File: config.mk
export PLATFORM = sky130hd
export DESIGN_NAME = convclk_gen
export DESIGN_NICKNAME = d
export VERILOG_FILES = /design/src/rtl/convclk_pkg.sv /design/src/rtl/convclk_rdiv.sv /design/src/rtl/convclk_stage.sv /design/src/rtl/convclk_gen.sv
export SDC_FILE = /design/constraint.sdc
export NUM_CORES = 1
export LEC_CHECK = 0
export ABC_AREA = 1
export BUFFER_PORTS_ARGS = -buffer_cell sky130_fd_sc_hd__buf_2
export CORE_MARGIN = 3
export CORE_UTILIZATION = 23
export CTS_CLUSTER_SIZE = 20
export DETAILED_ROUTE_END_ITERATION = 12
export PLACE_DENSITY_LB_ADDON = 0.25
export REMOVE_ABC_BUFFERS = 1
export SYNTH_ARGS = -nofsm -noshare
export SYNTH_HDL_FRONTEND = slang
export SYNTH_SLANG_ARGS = --single-unit
File: constraint.sdc
create_clock -name clk -period 1.7 [get_ports clk]
set_input_delay 0.085 -clock clk [delete_from_list [all_inputs] [get_ports clk]]
set_output_delay 0.085 -clock clk [all_outputs]
set_load 0.01 [all_outputs]
File: src/rtl/convclk_pkg.sv
package convclk_pkg;

   typedef enum logic [1:0] {
      CS_IDLE  = 2'd0,
      CS_DIV_M = 2'd1,
      CS_DIV_R = 2'd2
   } calc_state_t;

   // Length of the stretched first frame period, in bit-clock rises.
   function automatic int unsigned first_frame_len(int unsigned delay, int unsigned sl_ratio);
      return delay + sl_ratio / 2 - 1;
   endfunction

   function automatic int unsigned max_u(int unsigned a, int unsigned b);
      return (a > b) ? a : b;
   endfunction

endpackage

File: src/rtl/convclk_rdiv.sv
// Restoring divider: one quotient bit per cycle, W cycles per result.
module convclk_rdiv #(
   parameter int W = 16
) (
   input  logic         clk,
   input  logic         rst_n,
   input  logic         go,
   input  logic [W-1:0] num,
   input  logic [W-1:0] den,
   output logic         busy,
   output logic         done,
   output logic [W-1:0] quot
);
   localparam int SW = $clog2(W + 1);

   generate
      if (W < 2) begin : g_bad_width
         $error("convclk_rdiv: W must be at least 2");
      end
   endgenerate

   logic [W-1:0]  rem;
   logic [W-1:0]  q;
   logic [W-1:0]  den_r;
   logic [SW-1:0] steps;
   logic [W:0]    shifted;
   logic [W:0]    trial;

   assign shifted = {rem, q[W-1]};
   assign trial   = shifted - {1'b0, den_r};

   always_ff @(posedge clk or negedge rst_n) begin
      if (!rst_n) begin
         rem   <= '0;
         q     <= '0;
         den_r <= '0;
         steps <= '0;
         busy  <= 1'b0;
         done  <= 1'b0;
      end else if (go && !busy) begin
         rem   <= '0;
         q     <= num;
         den_r <= den;
         steps <= SW'(W);
         busy  <= 1'b1;
         done  <= 1'b0;
      end else if (busy) begin
         if (!trial[W]) begin
            rem <= trial[W-1:0];
            q   <= {q[W-2:0], 1'b1};
         end else begin
            rem <= shifted[W-1:0];
            q   <= {q[W-2:0], 1'b0};
         end
         steps <= steps - SW'(1);
         if (steps == SW'(1)) begin
            busy <= 1'b0;
            done <= 1'b1;
         end
      end else begin
         done <= 1'b0;
      end
   end

   assign quot = q;

endmodule

File: src/rtl/convclk_stage.sv
// One divider stage of the cascade. It counts input ticks and wraps after
// n_eff ticks, optionally using a longer count for its first period.
module convclk_stage #(
   parameter int CW        = 8,
   parameter bit HAS_FIRST = 1'b0
) (
   input  logic          clk,
   input  logic          rst_n,
   input  logic          srst,
   input  logic          en,
   input  logic          tick_in,
   input  logic [CW-1:0] n_main,
   input  logic [CW-1:0] n_first,
   output logic          tick_out,
   output logic          clk_out
);
   logic [CW-1:0] cnt;
   logic [CW-1:0] n_eff;
   logic [CW:0]   high_len;

   generate
      if (HAS_FIRST) begin : g_first
         logic first_q;
         always_ff @(posedge clk or negedge rst_n) begin
            if (!rst_n)        first_q <= 1'b1;
            else if (srst)     first_q <= 1'b1;
            else if (tick_out) first_q <= 1'b0;
         end
         assign n_eff = first_q ? n_first : n_main;
      end else begin : g_plain
         logic unused_first;
         assign unused_first = ^n_first;
         assign n_eff = n_main;
      end
   endgenerate

   assign tick_out = en & tick_in & (cnt == n_eff - CW'(1));

   always_ff @(posedge clk or negedge rst_n) begin
      if (!rst_n)             cnt <= '0;
      else if (srst)          cnt <= '0;
      else if (en && tick_in) cnt <= tick_out ? '0 : cnt + CW'(1);
   end

   // High for the first ceil(n_eff/2) counts of each period.
   assign high_len = ({1'b0, n_eff} + (CW + 1)'(1)) >> 1;
   assign clk_out  = en & ({1'b0, cnt} < high_len);

endmodule

File: src/rtl/convclk_gen.sv
module convclk_gen
   import convclk_pkg::*;
#(
   parameter int unsigned REF_FREQ = 49_152_000,
   parameter int unsigned RATE_MIN = 8000,
   parameter int unsigned RATE_MAX = 48000,
   parameter int unsigned MS_RATIO = 4,
   parameter int unsigned SL_RATIO = 64,
   parameter int unsigned LR_DELAY = 38,
   parameter int          RATE_W   = 20,
   localparam int unsigned PROD      = MS_RATIO * SL_RATIO,
   localparam int unsigned FIRST_CNT = first_frame_len(LR_DELAY, SL_RATIO),
   localparam int unsigned DIV_MAX   = REF_FREQ / (RATE_MIN * PROD),
   localparam int          DIV_W     = $clog2(DIV_MAX + 1)
) (
   input  logic              clk,
   input  logic              rst_n,
   input  logic [RATE_W-1:0] rate_req,
   input  logic              load,
   input  logic              start,
   input  logic              stop,
   output logic              busy,
   output logic [DIV_W-1:0]  mclk_div,
   output logic [RATE_W-1:0] rate_actual,
   output logic              drv_en_n,
   output logic              mclk_o,
   output logic              sclk_o,
   output logic              lrclk_o
);
   localparam int NUM_W = $clog2(REF_FREQ + 1);
   localparam int SC_W  = $clog2(MS_RATIO + 1);
   localparam int LR_W  = $clog2(max_u(FIRST_CNT, SL_RATIO) + 1);
   localparam logic [NUM_W-1:0] REF_N  = NUM_W'(REF_FREQ);
   localparam logic [NUM_W-1:0] PROD_N = NUM_W'(PROD);

   // Elaboration-time parameter checks
   generate
      if (MS_RATIO < 2) begin : g_bad_ms
         $error("convclk_gen: MS_RATIO must be at least 2");
      end
      if (SL_RATIO < 2) begin : g_bad_sl
         $error("convclk_gen: SL_RATIO must be at least 2");
      end
      if (RATE_MIN < 1 || RATE_MIN > RATE_MAX) begin : g_bad_window
         $error("convclk_gen: rate window is empty");
      end
      if (REF_FREQ < 2 * RATE_MAX * PROD) begin : g_bad_ref
         $error("convclk_gen: reference too slow for a master divisor of two");
      end
      if (RATE_MAX >= (64'd1 << RATE_W)) begin : g_bad_rw
         $error("convclk_gen: RATE_W too narrow for RATE_MAX");
      end
      if (FIRST_CNT < 2) begin : g_bad_first
         $error("convclk_gen: stretched first frame count below two");
      end
   endgenerate

   // ---------------- rate clamp ----------------
   logic [RATE_W-1:0] rate_clamped;
   always_comb begin
      if (rate_req < RATE_W'(RATE_MIN))      rate_clamped = RATE_W'(RATE_MIN);
      else if (rate_req > RATE_W'(RATE_MAX)) rate_clamped = RATE_W'(RATE_MAX);
      else                                   rate_clamped = rate_req;
   end

   // ---------------- control state ----------------
   calc_state_t       cstate;
   logic [DIV_W-1:0]  mdiv_r;
   logic [RATE_W-1:0] rate_r;
   logic              loaded;
   logic              drv_n;
   logic              en_m, en_s, en_l;
   logic              srst;
   logic              load_ok, start_ok;

   assign load_ok  = load && (cstate == CS_IDLE) && !en_m;
   assign start_ok = start && !stop && loaded && (cstate == CS_IDLE);

   // ---------------- shared divider ----------------
   logic              dv_go, dv_done, dv_busy_unused;
   logic [NUM_W-1:0]  dv_den, dv_quot;

   always_comb begin
      dv_go  = 1'b0;
      dv_den = '0;
      case (cstate)
         CS_IDLE: begin
            if (load_ok) begin
               dv_go  = 1'b1;
               dv_den = NUM_W'(rate_clamped) * PROD_N;
            end
         end
         CS_DIV_M: begin
            if (dv_done) begin
               dv_go  = 1'b1;
               dv_den = dv_quot * PROD_N;
            end
         end
         default: ;
      endcase
   end

   convclk_rdiv #(.W(NUM_W)) u_div (
      .clk  (clk),
      .rst_n(rst_n),
      .go   (dv_go),
      .num  (REF_N),
      .den  (dv_den),
      .busy (dv_busy_unused),
      .done (dv_done),
      .quot (dv_quot)
   );

   always_ff @(posedge clk or negedge rst_n) begin
      if (!rst_n) begin
         cstate <= CS_IDLE;
         mdiv_r <= '0;
         rate_r <= '0;
         loaded <= 1'b0;
         drv_n  <= 1'b1;
      end else begin
         case (cstate)
            CS_IDLE: begin
               if (load_ok) cstate <= CS_DIV_M;
            end
            CS_DIV_M: begin
               if (dv_done) begin
                  mdiv_r <= DIV_W'(dv_quot);
                  cstate <= CS_DIV_R;
               end
            end
            CS_DIV_R: begin
               if (dv_done) begin
                  rate_r <= RATE_W'(dv_quot);
                  loaded <= 1'b1;
                  drv_n  <= 1'b0;
                  cstate <= CS_IDLE;
               end
            end
            default: cstate <= CS_IDLE;
         endcase
      end
   end

   // ---------------- start / stop sequencing ----------------
   always_ff @(posedge clk or negedge rst_n) begin
      if (!rst_n) begin
         en_m <= 1'b0;
         en_s <= 1'b0;
         en_l <= 1'b0;
         srst <= 1'b0;
      end else if (stop) begin
         en_m <= 1'b0;
         en_s <= 1'b0;
         en_l <= 1'b0;
         srst <= 1'b1;
      end else begin
         srst <= 1'b0;
         if (start_ok) en_m <= 1'b1;
         en_s <= en_m;
         en_l <= en_s;
      end
   end

   // ---------------- cascaded stages ----------------
   logic m_tick, s_tick, lr_wrap_unused;

   convclk_stage #(.CW(DIV_W), .HAS_FIRST(1'b0)) u_mstage (
      .clk     (clk),
      .rst_n   (rst_n),
      .srst    (srst),
      .en      (en_m),
      .tick_in (1'b1),
      .n_main  (mdiv_r),
      .n_first (mdiv_r),
      .tick_out(m_tick),
      .clk_out (mclk_o)
   );

   convclk_stage #(.CW(SC_W), .HAS_FIRST(1'b0)) u_sstage (
      .clk     (clk),
      .rst_n   (rst_n),
      .srst    (srst),
      .en      (en_s),
      .tick_in (m_tick),
      .n_main  (SC_W'(MS_RATIO)),
      .n_first (SC_W'(MS_RATIO)),
      .tick_out(s_tick),
      .clk_out (sclk_o)
   );

   convclk_stage #(.CW(LR_W), .HAS_FIRST(1'b1)) u_lstage (
      .clk     (clk),
      .rst_n   (rst_n),
      .srst    (srst),
      .en      (en_l),
      .tick_in (s_tick),
      .n_main  (LR_W'(SL_RATIO)),
      .n_first (LR_W'(FIRST_CNT)),
      .tick_out(lr_wrap_unused),
      .clk_out (lrclk_o)
   );

   assign busy        = (cstate != CS_IDLE);
   assign mclk_div    = mdiv_r;
   assign rate_actual = rate_r;
   assign drv_en_n    = drv_n;

endmodule

# After elaboration in Yosys (flattened, before gate mapping)
# Cells that the tools add are included.
# totals
input_bits	25
register_bits	134
wordCells	116
out_inout_bits	30
# classes
n_reduce_logical	22
n_mux	43
n_eq_ne	10
n_lt_le_gt_ge	5
add_sub_neg	9
bitwise_logic	8
# ops
op	count
2-to-1 mux 26 bit	7
case mux 26 bit (2 select lines)	1
2-to-1 mux 18 bit	2
subtractor 27 x 26 -> 27 bit	1
2-to-1 mux 5 bit	5
2-to-1 mux 7 bit	3
> comparator 20 x 16 -> 1 bit (second input constant)	1
< comparator 20 x 13 -> 1 bit (second input constant)	1
2-to-1 mux 1 bit	16
nonzero test 2 bit	7
2-to-1 mux 3 bit	4
subtractor 5 x 1 -> 5 bit (second input constant)	2
adder 7 x 1 -> 8 bit (second input constant)	1
AND 1 bit	8
logical AND 1 bit	8
adder 7 x 1 -> 7 bit (second input constant)	1
== test 7 bit	1
< comparator 7 bit	1
subtractor 7 x 1 -> 7 bit (second input constant)	1
adder 5 x 1 -> 6 bit (second input constant)	1
2-to-1 mux 2 bit	3
case mux 2 bit (3 select lines)	1
adder 5 x 1 -> 5 bit (second input constant)	1
== test 5 x 1 -> 1 bit (second input constant)	1
15 further kinds	19

# Depth between registers and ports, before layout
# Gate-level depths: netlist (run 1).
# logic_depth
depth_word	10
depth_mapped	16
depth_no_buf	16

# Cells and area by module
# Synthesis (run 1) repeated with hierarchy kept, for this count alone.
# hier_totals
hier_cells	1445
hier_area_um2	9754.4
# by_module_without_submodules
mod	area_per_inst_um2	n_inst	cells_per_inst
convclk_rdiv	5998.3	1	901
convclk_gen	1671.6	1	214
convclk_stage at u_lstage	1127.3	1	181
convclk_stage at u_mstage	610.6	1	97
convclk_stage at u_sstage	346.6	1	52

# Worst setup path after synthesis (run 1)
# No wires, ideal clock.
# synth_timing
path_kind	register to register
start	register u_div.den_r[8]
end	register u_div.rem[13]
arrival_time_ns	1.796
stages_incl_launch_ff	14
setup_time_ns	0.117
setup_slack_ns	-0.214
path_cell_list	dfrtp_1 -> ha_1 -> fa_1 -> inv_1 -> nand3_1 -> nand3_2 -> nand2_2 -> nand2_2 -> nand2_2 -> nand2_4 -> buf_12 -> nand2_2 -> nand3_1 -> nand2_1
# synth_via
elab_chain_len	4
# synth_lines
item	line	text
from (decl)	convclk_rdiv.sv:24	logic [W-1:0] den_r;
from (signal assigned)	convclk_rdiv.sv:43	den_r <= den;
subtractor 27 x 26 -> 27 bit	convclk_rdiv.sv:30	assign trial = shifted - {1'b0, den_r};
2-to-1 mux 26 bit	convclk_rdiv.sv:48	if (!trial[W]) begin
2-to-1 mux 26 bit	convclk_rdiv.sv:47	end else if (busy) begin
2-to-1 mux 26 bit	convclk_rdiv.sv:40	end else if (go && !busy) begin
to (signal assigned)	convclk_rdiv.sv:49	rem <= trial[W-1:0];
to (signal assigned)	convclk_rdiv.sv:52	rem <= shifted[W-1:0];
to (decl)	convclk_rdiv.sv:22	logic [W-1:0] rem;
# No other way between the ends. The select of a mux whose other input is x is not followed.
# A chain may end at the register's enable or synchronous reset.

# Worst setup path after layout (run 1)
# layout_timing
start	register mdiv_r[0], in the netlist mclk_div[0]
end	output mclk_o
# layout_via
elab_chain_len	3
# layout_lines
item	line	text
from (decl)	convclk_gen.sv:68	logic [DIV_W-1:0] mdiv_r;
from (signal assigned)	convclk_gen.sv:128	mdiv_r <= DIV_W'(dv_quot);
adder 5 x 1 -> 6 bit	convclk_stage.sv:46	assign high_len = ({1'b0, n_eff} + (CW + 1)'(1)) >> 1;
< comparator 5 bit	convclk_stage.sv:47	assign clk_out = en & ({1'b0, cnt} < high_len);
AND 1 bit	convclk_stage.sv:47	
to (decl)	convclk_gen.sv:26	output logic mclk_o,
# No other way between the ends.

==> results.rst, run 1 <==
.. list-table::
   :header-rows: 1

   * - Metric
     - Value
   * - Result of the run
     - finished with violations
   * - Vias in the first global route
     - 6630
   * - Die boundary height
     - 183 um
   * - Count of clock tree sinks
     - 126
   * - Latest clock arrival within the worst-skew pair
     - 0.42 ns
   * - Residual overflow from global routing
     - 0
   * - Reg-to-reg critical path startpoint
     - u_div.rem[15]
   * - Via count
     - 6617
   * - Total track usage
     - 0.133
   * - Clock H-tree levels
     - 4
   * - Site row count
     - 64
   * - Remaining antenna violation count
     - 0
   * - Half-perimeter wire length after detailed placement
     - 16.2 mm
   * - Post-Route WL
     - 21.6 mm
   * - Violations in the final reports
     - negative setup slack
   * - Hold Path Stages
     - 3
   * - Worst setup path start
     - mclk_div[0]
   * - Post-route clock skew
     - 0.0117 ns
   * - Worst min-delay path endpoint
     - u_div.den_r[16]
   * - Number of failing hold endpoints at the final stage
     - 0
   * - Total Die Area
     - 33600 um2
   * - Power density normalized to cell area
     - 2130 nW/um2
   * - Final routed wire length divided by cell count
     - 14.1 um
   * - Share of final-layout standard cells stronger than drive strength 1
     - 0.341
   * - Number of failing setup endpoints in the final timing report
     - 37
   * - Buffer type at the clock tree root
     - clkbuf_16
   * - Leakage power total
     - 5.25 nW
   * - Time the worst path needs with I/O delays and setup
     - 2.21 ns
   * - DRC Markers
     - 0
   * - Count of input and output buffers
     - 54
   * - Power Total
     - 22.3 mW
   * - Critical hold path startpoint
     - rate_req[8]
   * - Worst EP required
     - 1.62 ns
   * - CP Class
     - reg2out
   * - Normalized max-slew margin
     - 0.642
   * - Initial standard-cell utilization of the core
     - 0.235
   * - Global-route wire length before repair
     - 35.3 mm
   * - Main synth FF type
     - dfrtp_1
   * - Max Slew Vio Count
     - 0
   * - Fraction of the cycle the final worst path needs
     - 1.30
   * - I/O Pins
     - 55
   * - Post-Syn Area per Cell
     - 7.75 um2
   * - Final standard cell utilization of the core
     - 0.341
   * - Bufs on Longest Clock Path
     - 2
   * - Max-cap violations
     - 0
   * - Achievable frequency
     - 452 MHz
   * - Pre-Repair DR Iteration Count
     - 5
   * - Post-route setup slack
     - -0.513 ns
   * - Final nets
     - 1187
   * - Worst-case vdd ir drop
     - 824 uV
   * - Post-Syn Instances
     - 932
   * - Number of vias per cell after detailed routing
     - 4.30
   * - Clock buffer count from CTS
     - 17
   * - Setup tns final
     - -7.81 ns
   * - Hold Crit Class
     - in2reg
   * - Clock transition at the registers of the reported paths
     - 0.06 ns
   * - Area overhead of the layout relative to synthesis
     - 44.9%
   * - Endpoint of the lowest-slack register-to-register path
     - u_div.rem[19]
   * - Unrepaired setup endpoints after global routing
     - yes
   * - Pin count of the biggest net entering global routing
     - 44
   * - Data arrival time of the critical path
     - 2.13 ns
   * - TritonCTS clock tree
     - built
   * - Initial antenna violation count
     - 0
   * - Element type at the critical path start
     - flip-flop
   * - Number of unique standard cell types used by synthesis
     - 43
   * - Count of flip-flops with a built-in enable after synthesis
     - 0
   * - Actual transition at the worst max-transition pin
     - 0.535 ns
   * - Core region area
     - 30700 um2
   * - Endpoint class of the critical path
     - primary output
   * - First-iteration detailed-routing DRC count
     - 375
   * - Horizontal extent of the die
     - 183 um
   * - Critical-path maximum fanout
     - 4
   * - Slack of the worst reg-to-reg path
     - -0.31 ns
   * - Seq cells post-synth
     - 126
   * - Synth Cell Area
     - 7230 um2
   * - Fraction of registers with async set or reset after synthesis
     - 1.00
   * - Diodes inserted
     - 0
   * - Count of yosys warnings during synthesis
     - 0
   * - R2R cell count
     - 11
   * - Final RePlAce weighted congestion
     - 0.800
   * - Sequential area share after synthesis
     - 0.437
[state kept, by name (all words and copies together) (netlist names)]
name                      cells
cstate                        2
drv_en_n                      1
en_l                          1
en_m                          1
en_s                          1
loaded                        1
mclk_div                      5
rate_actual                  20
srst                          1
u_div.busy                    1
u_div.den_r                  18
u_div.done                    1
u_div.quot                   26
u_div.rem                    26
u_div.steps                   5
u_lstage.cnt                  7
u_lstage.g_first.first_q      1
u_mstage.cnt                  5
u_sstage.cnt                  3
[logic make-up after synthesis]
| family | synth area share |
|---|---|
| and+or+nand+nor | 0.263 |
| buffers and inverters | 0.105 |
| AOI/OAI and AO/OA | 0.112 |
| DFF | 0.437 |
| adders and majority gates | 0.0565 |
| xor gates and xnor gates | 0.0242 |
| muxes | 0.00312 |
[through the flow]
step | hold slack [ns] | setup WS, ns | std cells | area (um2)
6_report | 0.0137 | -0.513 | 1539 | 10500
4_1_cts | 0.000322 | -0.556 | 1535 | 10200
5_1_grt | 0.0215 | -0.633 | 1539 | 10500
2_1_floorplan | -0.211 | -0.862 | 904 | 7080
3_3_place_gp | 0.0722 | -0.401 | 1486 | 8890
3_5_place_dp | 0.0673 | -0.446 | 1486 | 8890
[worst max-delay path by stage]
stage | end | slack [ns] | depth (start not counted)
4_1_cts | mclk_o | -0.56 | 10
2_1_floorplan | u_div.steps[3] | -0.86 | 5
6_report | mclk_o | -0.51 | 10
3_3_place_gp | u_div.rem[25] | -0.40 | 10
3_5_place_dp | u_div.rem[19] | -0.45 | 11
5_1_grt | mclk_o | -0.63 | 10
[what timing repair did]
item / 4_1_cts / 5_1_grt
hold buffers: 9 / 0
pin swaps: 46 / 39
hold endpoints to repair: 67 / 0
endpoints found under the setup margin: 37 / 61
setup buffers: 7 / 3
gates resized for setup: 104 / 67
gates cloned: 1 / 1
[placed cells by master, fill, tap and decap left out, types with 20 or more instances in the layout]
cell type / count
inv_2: 21
nand2_1: 204
nand3_1: 50
o21ai_0: 43
ha_4: 20
nand3_2: 26
o22ai_1: 33
inv_1: 137
nand2_2: 36
buf_2: 52
buf_4: 130
nor2_1: 42
a21oi_1: 28
dfrtp_1: 123
[where the power goes]
group          internal (mW)  switching [mW]  total (mW)
combinational           6.45            7.57        14.0
sequential              3.91           0.667        4.58
clock                   2.28            1.44        3.72
total                   12.6            9.68        22.3
[worst max-delay path, cell delays in order (launching register included)]
cell and delay [ns]:
dfrtp_1 0.38, buf_6 0.14, ha_4 0.16, nand3_2 0.07, xor2_1 0.16, ha_1 0.26, nand2_1 0.08, o21ai_2 0.06
nor3_2 0.16, buf_4 0.14, buf_6 0.09
[layout make-up]
type / instances / area [um2]
inverter: 163 / 622
sequential: 126 / 3160
clock inverter: 12 / 134
multi-input combinational: 616 / 4060
clock buffer: 20 / 467
timing repair inverter: 1 / 6.26
fill: 3196 / 20300
timing repair buffer: 205 / 1530
tap: 396 / 495
[Yosys cell counts, types with 3 or more instances]
cell type	n	area share
nand2_1	233	0.12
inv_1	154	0.080
dfrtp_1	124	0.43
nand3_1	72	0.050
nor2_1	48	0.025
o21ai_0	48	0.033
a21oi_1	36	0.025
o22ai_1	33	0.029
ha_1	31	0.054
nand2_2	18	0.016
clkbuf_1	16	0.0083
nand3_2	13	0.018
nand4_1	13	0.011
xor2_1	12	0.015
a22oi_1	8	0.0083
buf_2	8	0.0055
xnor2_1	8	0.0097
inv_2	7	0.0036
a31oi_1	6	0.0052
nand3b_1	5	0.0052
nor3_1	4	0.0028
and2_1	3	0.0026
nor2_2	3	0.0026
o21bai_1	3	0.0031
[metal layers]
| layer | share of wire | global-route usage | vias up |
|---|---|---|---|
| li1 | - | - | 3420 |
| met1 | 0.49 | 0.178 | 3110 |
| met2 | 0.47 | 0.216 | 69 |
| met3 | 0.024 | 0.0232 | 18 |
| met4 | 0.021 | 0.0478 | 0 |
| met5 | 0 | 0 | - |
(Power assumes the default switching activity.)
==> inputs of run 2 (changes only) <==
--- a/config.mk
+++ b/config.mk
@@ -13,6 +13,7 @@
 export DETAILED_ROUTE_END_ITERATION = 12
 export PLACE_DENSITY_LB_ADDON = 0.25
 export REMOVE_ABC_BUFFERS = 1
+export SKIP_CTS_REPAIR_TIMING = 1
 export SYNTH_ARGS = -nofsm -noshare
 export SYNTH_HDL_FRONTEND = slang
 export SYNTH_SLANG_ARGS = --single-unit
==> run 2 against run 1 <==
  * The run still ends with negative setup slack left
  * Count of clock-buffer cells in the layout stayed put
  * Final cell count stayed put
  * Clock skew is 0.0019 ns higher
  * Routed wire length is 0.32% higher
  * Register-to-register slack worse by 0.02 ns
  * Clock power hardly changed
  * Critical path depth stayed put
  * Worst setup slack worse by 0.022 ns
  * Sequential share of layout area is 0.18 points higher
  * Sequential power is 0.9% lower
  * Fmax is 0.99% lower
  * Critical path type unchanged
  * Critical endpoint unchanged
  * Largest power group unchanged
==> results.rst, run 2 (synthesized netlist as in run 1, its figures left out) <==
.. list-table::
   :header-rows: 1

   * - Metric
     - Value
   * - Dpl ws
     - -0.446 ns (unchanged)
   * - Setup tns final
     - -8.19 ns (was -7.81 ns)
   * - Max Slew Vio Count
     - 0 (unchanged)
   * - Max-cap violations
     - 0 (unchanged)
   * - Worst-case vdd ir drop
     - 822 uV (was 824 uV)
   * - Area overhead of the layout relative to synthesis
     - 44.1% (was 44.9%)
   * - Power density normalized to cell area
     - 2120 nW/um2 (was 2130 nW/um2)
   * - Endpoint class of the critical path
     - primary output (unchanged)
   * - Fraction of the cycle the final worst path needs
     - 1.31 (was 1.30)
   * - Final RePlAce weighted congestion
     - 0.800 (unchanged)
   * - Pre-Repair DR Iteration Count
     - 5 (unchanged)
   * - I/O Pins
     - 55 (unchanged)
   * - Internal power consumption
     - 12.5 mW (was 12.6 mW)
   * - Final routed wire length divided by cell count
     - 14.1 um (about the same)
   * - Proportion of total power due to net switching
     - 0.434 (about the same)
   * - Normalized max-slew margin
     - 0.642 (about the same)
   * - Total Die Area
     - 33600 um2 (unchanged)
   * - Hold Crit Class
     - in2reg (unchanged)
   * - Number of failing setup endpoints in the final timing report
     - 37 (unchanged)
   * - Total track usage
     - 0.129 (was 0.133)
   * - Horizontal extent of the die
     - 183 um (unchanged)
   * - Net switching component of the power
     - 9.60 mW (was 9.68 mW)
   * - Global-route wire length before repair
     - 34.2 mm (was 35.3 mm)
   * - Cell total after placement
     - 1486 (unchanged)
   * - Unrepaired setup endpoints after global routing
     - yes (unchanged)
   * - Share of final-layout standard cells stronger than drive strength 1
     - 0.336 (was 0.341)
   * - Pin count of the biggest net entering global routing
     - 44 (unchanged)
   * - Count of clock tree sinks
     - 126 (unchanged)
   * - Core region area
     - 30700 um2 (unchanged)
   * - Clock H-tree levels
     - 4 (unchanged)
   * - Final standard cell utilization of the core
     - 0.339 (was 0.341)
   * - Bufs on Longest Clock Path
     - 2 (unchanged)
   * - Latest clock arrival within the worst-skew pair
     - 0.43 ns (was 0.42 ns)
   * - Relative contribution of the clock network to total power
     - 0.168 (was 0.167)
   * - Actual transition at the worst max-transition pin
     - 0.536 ns (was 0.535 ns)
   * - Violations in the final reports
     - negative setup slack (unchanged)
   * - Residual overflow from global routing
     - 0 (unchanged)
   * - Final Hold Slack
     - 0.0149 ns (was 0.0137 ns)
   * - Number of failing hold endpoints at the final stage
     - 0 (unchanged)
   * - Post-route setup slack
     - -0.535 ns (was -0.513 ns)
   * - CP Class
     - reg2out (unchanged)
   * - Initial standard-cell utilization of the core
     - 0.235 (unchanged)
   * - First-iteration detailed-routing DRC count
     - 367 (was 375)
   * - Most frequent standard cell in the layout excluding fill and tap cells
     - nand2_1 (unchanged)
   * - Sequential cell fraction of total power
     - 0.205 (about the same)
   * - Clock buffer count from CTS
     - 17 (unchanged)
   * - Diodes inserted
     - 0 (unchanged)
   * - Most used cells in the layout excluding fill and tap cells
     - 205 x nand2_1, 143 x inv_1, 129 x buf_4, 123 x dfrtp_1, 52 x buf_2 (was 204 x nand2_1, 137 x inv_1, 130 x buf_4, 123 x dfrtp_1, 52 x buf_2)
   * - Result of the run
     - finished with violations (unchanged)
   * - Number of non-filler instances in the completed layout
     - 1539 (unchanged)
   * - Vias in the first global route
     - 6354 (was 6630)
   * - Leakage power total
     - 5.25 nW (about the same)
   * - Clock transition at the registers of the reported paths
     - 0.06 ns (about the same)
   * - Final-layout fill cell count
     - 3212 (was 3196)
   * - Buffer type at the clock tree root
     - clkbuf_16 (unchanged)
   * - Final nets
     - 1187 (unchanged)
   * - Time the worst path needs with I/O delays and setup
     - 2.23 ns (was 2.21 ns)
   * - Count of input and output buffers
     - 54 (unchanged)
   * - Worst EP required
     - 1.62 ns (about the same)
   * - Initial antenna violation count
     - 0 (unchanged)
   * - TritonCTS clock tree
     - built (unchanged)
   * - Via count
     - 6598 (was 6617)
   * - Number of vias per cell after detailed routing
     - 4.29 (was 4.30)
   * - Element type at the critical path start
     - flip-flop (unchanged)
   * - DRC Markers
     - 0 (unchanged)
   * - Half-perimeter wire length after detailed placement
     - 16.2 mm (unchanged)
   * - Site row count
     - 64 (unchanged)
   * - Post-route clock skew
     - 0.0137 ns (was 0.0117 ns)
   * - Critical-path maximum fanout
     - 4 (unchanged)
   * - Achievable frequency
     - 447 MHz (was 452 MHz)
   * - Post-Route WL
     - 21.7 mm (was 21.6 mm)
   * - Part of the total power dissipated in combinational logic
     - 0.626 (was 0.628)
   * - Die boundary height
     - 183 um (unchanged)
   * - Remaining antenna violation count
     - 0 (unchanged)
   * - Data arrival time of the critical path
     - 2.15 ns (was 2.13 ns)
## run 2: final cells by class
class	instances	area, um2	share of cell area
timing repair buffer	205	1530	0.147
clock buffer	20	467	0.0448
multi-input combinational	616	4000	0.384
tap	396	495	0.0476
clock inverter	12	134	0.0129
timing repair inverter	1	6.26	0.000601
sequential	126	3160	0.303
inverter	163	619	0.0595
## run 2: path summary, 6_finish.rpt
| path | start | to | slack, ns | cells past startpoint |
|---|---|---|---|---|
| min | rate_req[8] | u_div.den_r[16] | 0.01 | 3 |
| min in group asynchronous | rst_n | rate_actual[7] | 0.16 | 2 |
| max in group asynchronous | rst_n | u_lstage.g_first.first_q | 0.91 | 3 |
| max reg2reg | u_div.den_r[8] | u_div.rem[20] | -0.33 | 13 |
| max | mclk_div[0] | mclk_o | -0.53 | 10 |
| min reg2reg | drv_en_n | drv_en_n | 0.45 | 2 |
## run 2: power by group through the flow
stage          Combinational [mW]  Sequential, mW  Clock (mW)
6_report                     13.8            4.54        3.72
5_1_grt                      15.4            4.65        3.93
4_1_cts                      11.3            4.44        3.80
3_5_place_dp                 11.3            4.48           0
3_3_place_gp                 11.2            4.49           0
2_1_floorplan                6.54            4.43           0
## run 2: routing by layer
metal  global-route usage  vias up  part of all wire
li1                     -     3421                 -
met1                0.176     3093              0.48
met4               0.0347        0             0.013
met3               0.0226       15             0.027
met5                    0        -                 0
met2                0.212       69              0.48
## run 2: per-stage QoR
step           area, um2  power [mW]
2_1_floorplan       7080        11.0
3_3_place_gp        8890        15.7
3_5_place_dp        8890        15.7
4_1_cts             9490        19.5
5_1_grt            10400        24.0
6_report           10400        22.1
## run 2: worst max-delay path, cell delays in order, from the launching register on
cell     delay, ns
dfrtp_1       0.38
buf_6         0.13
ha_4          0.16
nand3_2       0.07
xor2_1        0.16
ha_1          0.26
nand2_1       0.09
o21ai_2       0.06
nor3_2        0.18
buf_4         0.14
buf_6         0.09
==> inputs of run 3 (changes only) <==
--- a/config.mk
+++ b/config.mk
@@ -14,6 +14,8 @@
 export PLACE_DENSITY_LB_ADDON = 0.25
 export REMOVE_ABC_BUFFERS = 1
 export SKIP_CTS_REPAIR_TIMING = 1
+export SLEW_MARGIN = 20
 export SYNTH_ARGS = -nofsm -noshare
 export SYNTH_HDL_FRONTEND = slang
 export SYNTH_SLANG_ARGS = --single-unit
+export TNS_END_PERCENT = 20
==> run 3 against run 2 <==
  * The run still ends with negative setup slack left
  * Final area fell by 1.2%
  * Via count fell by 0.53%
  * Worst setup slack improved by 0.0015 ns
  * Critical path depth did not move
  * Fmax barely moved
  * Combinational power barely moved
  * Largest power group unchanged
==> results.rst, run 3 (synthesized netlist as in run 1, its figures left out) <==
.. list-table::
   :header-rows: 1

   * - Metric
     - Value
   * - Count of clock tree sinks
     - 126 (unchanged)
   * - Number of non-filler instances in the completed layout
     - 1538 (was 1539)
   * - Pin count of the biggest net entering global routing
     - 44 (unchanged)
   * - Vias in the first global route
     - 6354 (unchanged)
   * - Final standard cell utilization of the core
     - 0.335 (was 0.339)
   * - GRT met1 Usage
     - 0.176 (unchanged)
   * - Most frequent standard cell in the layout excluding fill and tap cells
     - nand2_1 (unchanged)
   * - Actual transition at the worst max-transition pin
     - 0.534 ns (was 0.536 ns)
   * - Unrepaired setup endpoints after global routing
     - yes (unchanged)
   * - Pre-Repair DR Iteration Count
     - 4 (was 5)
   * - Area overhead of the layout relative to synthesis
     - 42.4% (was 44.1%)
   * - Dpl ws
     - -0.446 ns (unchanged)
   * - Area post-placement
     - 8890 um2 (unchanged)
   * - TritonCTS clock tree
     - built (unchanged)
   * - Global-route wire length before repair
     - 34.2 mm (unchanged)
   * - Die boundary height
     - 183 um (unchanged)
   * - Met2 usage
     - 0.212 (unchanged)
   * - Number of failing setup endpoints in the final timing report
     - 37 (unchanged)
   * - Result of the run
     - finished with violations (unchanged)
   * - Diodes inserted
     - 0 (unchanged)
   * - Number of failing hold endpoints at the final stage
     - 0 (unchanged)
   * - Power density normalized to cell area
     - 2120 nW/um2 (about the same)
   * - Met3 Track Usage GR
     - 0.0226 (unchanged)
   * - Net switching component of the power
     - 9.42 mW (was 9.60 mW)
   * - Worst-case vdd ir drop
     - 792 uV (was 822 uV)
   * - Site row count
     - 64 (unchanged)
   * - Hold Path Stages
     - 3 (unchanged)
   * - Clock buffer count from CTS
     - 17 (unchanged)
   * - Internal power consumption
     - 12.4 mW (was 12.5 mW)
   * - Count of input and output buffers
     - 54 (unchanged)
   * - Endpoint of the lowest-slack register-to-register path
     - u_div.rem[20] (unchanged)
   * - Setup tns final
     - -7.88 ns (was -8.19 ns)
   * - Half-perimeter wire length after detailed placement
     - 16.2 mm (unchanged)
   * - Post-route setup slack
     - -0.534 ns (was -0.535 ns)
   * - Total track usage
     - 0.129 (unchanged)
   * - Total Die Area
     - 33600 um2 (unchanged)
   * - Initial standard-cell utilization of the core
     - 0.235 (unchanged)
   * - Fraction of the cycle the final worst path needs
     - 1.31 (about the same)
   * - Clock H-tree levels
     - 4 (unchanged)
   * - Power Total
     - 21.8 mW (was 22.1 mW)
   * - Number of vias per cell after detailed routing
     - 4.27 (was 4.29)
   * - Final Hold Slack
     - 0.0155 ns (was 0.0149 ns)
   * - Clock transition at the registers of the reported paths
     - 0.06 ns (about the same)
   * - Core region area
     - 30700 um2 (unchanged)
   * - Post-Route WL
     - 21.5 mm (was 21.7 mm)
   * - Max Slew Vio Count
     - 0 (unchanged)
   * - Worst min-delay path endpoint
     - u_div.den_r[16] (unchanged)
   * - I/O Pins
     - 55 (unchanged)
   * - Achievable frequency
     - 448 MHz (was 447 MHz)
   * - Latest clock arrival within the worst-skew pair
     - 0.42 ns (was 0.43 ns)
   * - Critical hold path startpoint
     - rate_req[8] (unchanged)
   * - Final RePlAce weighted congestion
     - 0.800 (unchanged)
   * - Element type at the critical path start
     - flip-flop (unchanged)
   * - Remaining antenna violation count
     - 0 (unchanged)
   * - Final routed wire length divided by cell count
     - 14.0 um (was 14.1 um)
   * - Post-route clock skew
     - 0.0139 ns (was 0.0137 ns)
   * - Critical-path maximum fanout
     - 4 (unchanged)
   * - Via count
     - 6563 (was 6598)
   * - Reg-to-reg critical path startpoint
     - u_div.den_r[8] (unchanged)
   * - Endpoint class of the critical path
     - primary output (unchanged)
   * - Proportion of total power due to net switching
     - 0.432 (was 0.434)
   * - Residual overflow from global routing
     - 0 (unchanged)
   * - Horizontal extent of the die
     - 183 um (unchanged)
   * - Violations in the final reports
     - negative setup slack (unchanged)
   * - Part of the total power dissipated in combinational logic
     - 0.622 (was 0.626)
   * - Most used cells in the layout excluding fill and tap cells
     - 209 x nand2_1, 144 x inv_1, 129 x buf_4, 123 x dfrtp_1, 54 x nand3_1 (was 205 x nand2_1, 143 x inv_1, 129 x buf_4, 123 x dfrtp_1, 52 x buf_2)
   * - CP Class
     - reg2out (unchanged)
   * - Total non-filler cell area in the finished layout
     - 10300 um2 (was 10400 um2)
   * - Highest-utilization routing layer at the global route stage
     - met2 (unchanged)
   * - Bufs on Longest Clock Path
     - 2 (unchanged)
   * - Leakage power total
     - 5.21 nW (was 5.25 nW)
   * - Share of final-layout standard cells stronger than drive strength 1
     - 0.324 (was 0.336)
   * - Final nets
     - 1186 (was 1187)
   * - R2R cell count
     - 13 (unchanged)
   * - DRC Markers
     - 0 (unchanged)
   * - Time the worst path needs with I/O delays and setup
     - 2.23 ns (about the same)
   * - Slack of the worst reg-to-reg path
     - -0.33 ns (about the same)
   * - Data arrival time of the critical path
     - 2.15 ns (about the same)
   * - Hold Crit Class
     - in2reg (unchanged)
   * - Worst EP required
     - 1.62 ns (about the same)
   * - Relative contribution of the clock network to total power
     - 0.170 (was 0.168)
   * - Initial antenna violation count
     - 0 (unchanged)
   * - Cell total after placement
     - 1486 (unchanged)
   * - Final-layout fill cell count
     - 3225 (was 3212)
   * - First-iteration detailed-routing DRC count
     - 345 (was 367)
   * - Normalized max-slew margin
     - 0.643 (was 0.642)
   * - Max-cap violations
     - 0 (unchanged)
   * - Sequential cell fraction of total power
     - 0.208 (was 0.205)
   * - Buffer type at the clock tree root
     - clkbuf_16 (unchanged)
## run 3: worst max path at each step
stage	start	to	slack [ns]
floorplan	u_div.busy	u_div.steps[3]	-0.86
global placement	u_div.den_r[19]	u_div.rem[25]	-0.40
detailed placement	u_div.den_r[19]	u_div.rem[19]	-0.45
CTS	mclk_div[0]	mclk_o	-0.71
global route	mclk_div[0]	mclk_o	-0.65
finish	mclk_div[0]	mclk_o	-0.53
## run 3: area by class of cell
| class | instances | area, um2 | area share |
|---|---|---|---|
| clock buffers | 20 | 467 | 0.0454 |
| clock inverters | 12 | 134 | 0.0130 |
| inverters | 163 | 617 | 0.0600 |
| multi-input cells | 616 | 3890 | 0.378 |
| flip-flops and latches | 126 | 3160 | 0.307 |
| well taps | 396 | 495 | 0.0482 |
| repair buffers | 205 | 1530 | 0.149 |
## run 3: routing by layer
layer	vias up	wire [um]
li1	3411	-
met1	3057	10300
met2	82	10300
met3	13	593
met4	0	264
met5	-	0
## run 3: power by group through the flow
stage               Sequential (mW)  Clock (mW)  Combinational, mW
global placement               4.49           0               11.2
CTS                            4.44        3.80               11.3
detailed placement             4.48           0               11.3
floorplan                      4.43           0               6.54
global route                   4.64        3.93               15.2
finish                         4.53        3.71               13.6
## run 3: critical path: stages, from the launching register on
cell     delay, ns
dfrtp_1       0.38
buf_6         0.13
ha_4          0.16
nand3_2       0.07
xor2_1        0.16
ha_1          0.26
nand2_1       0.09
o21ai_2       0.06
nor3_2        0.18
buf_4         0.14
buf_6         0.09
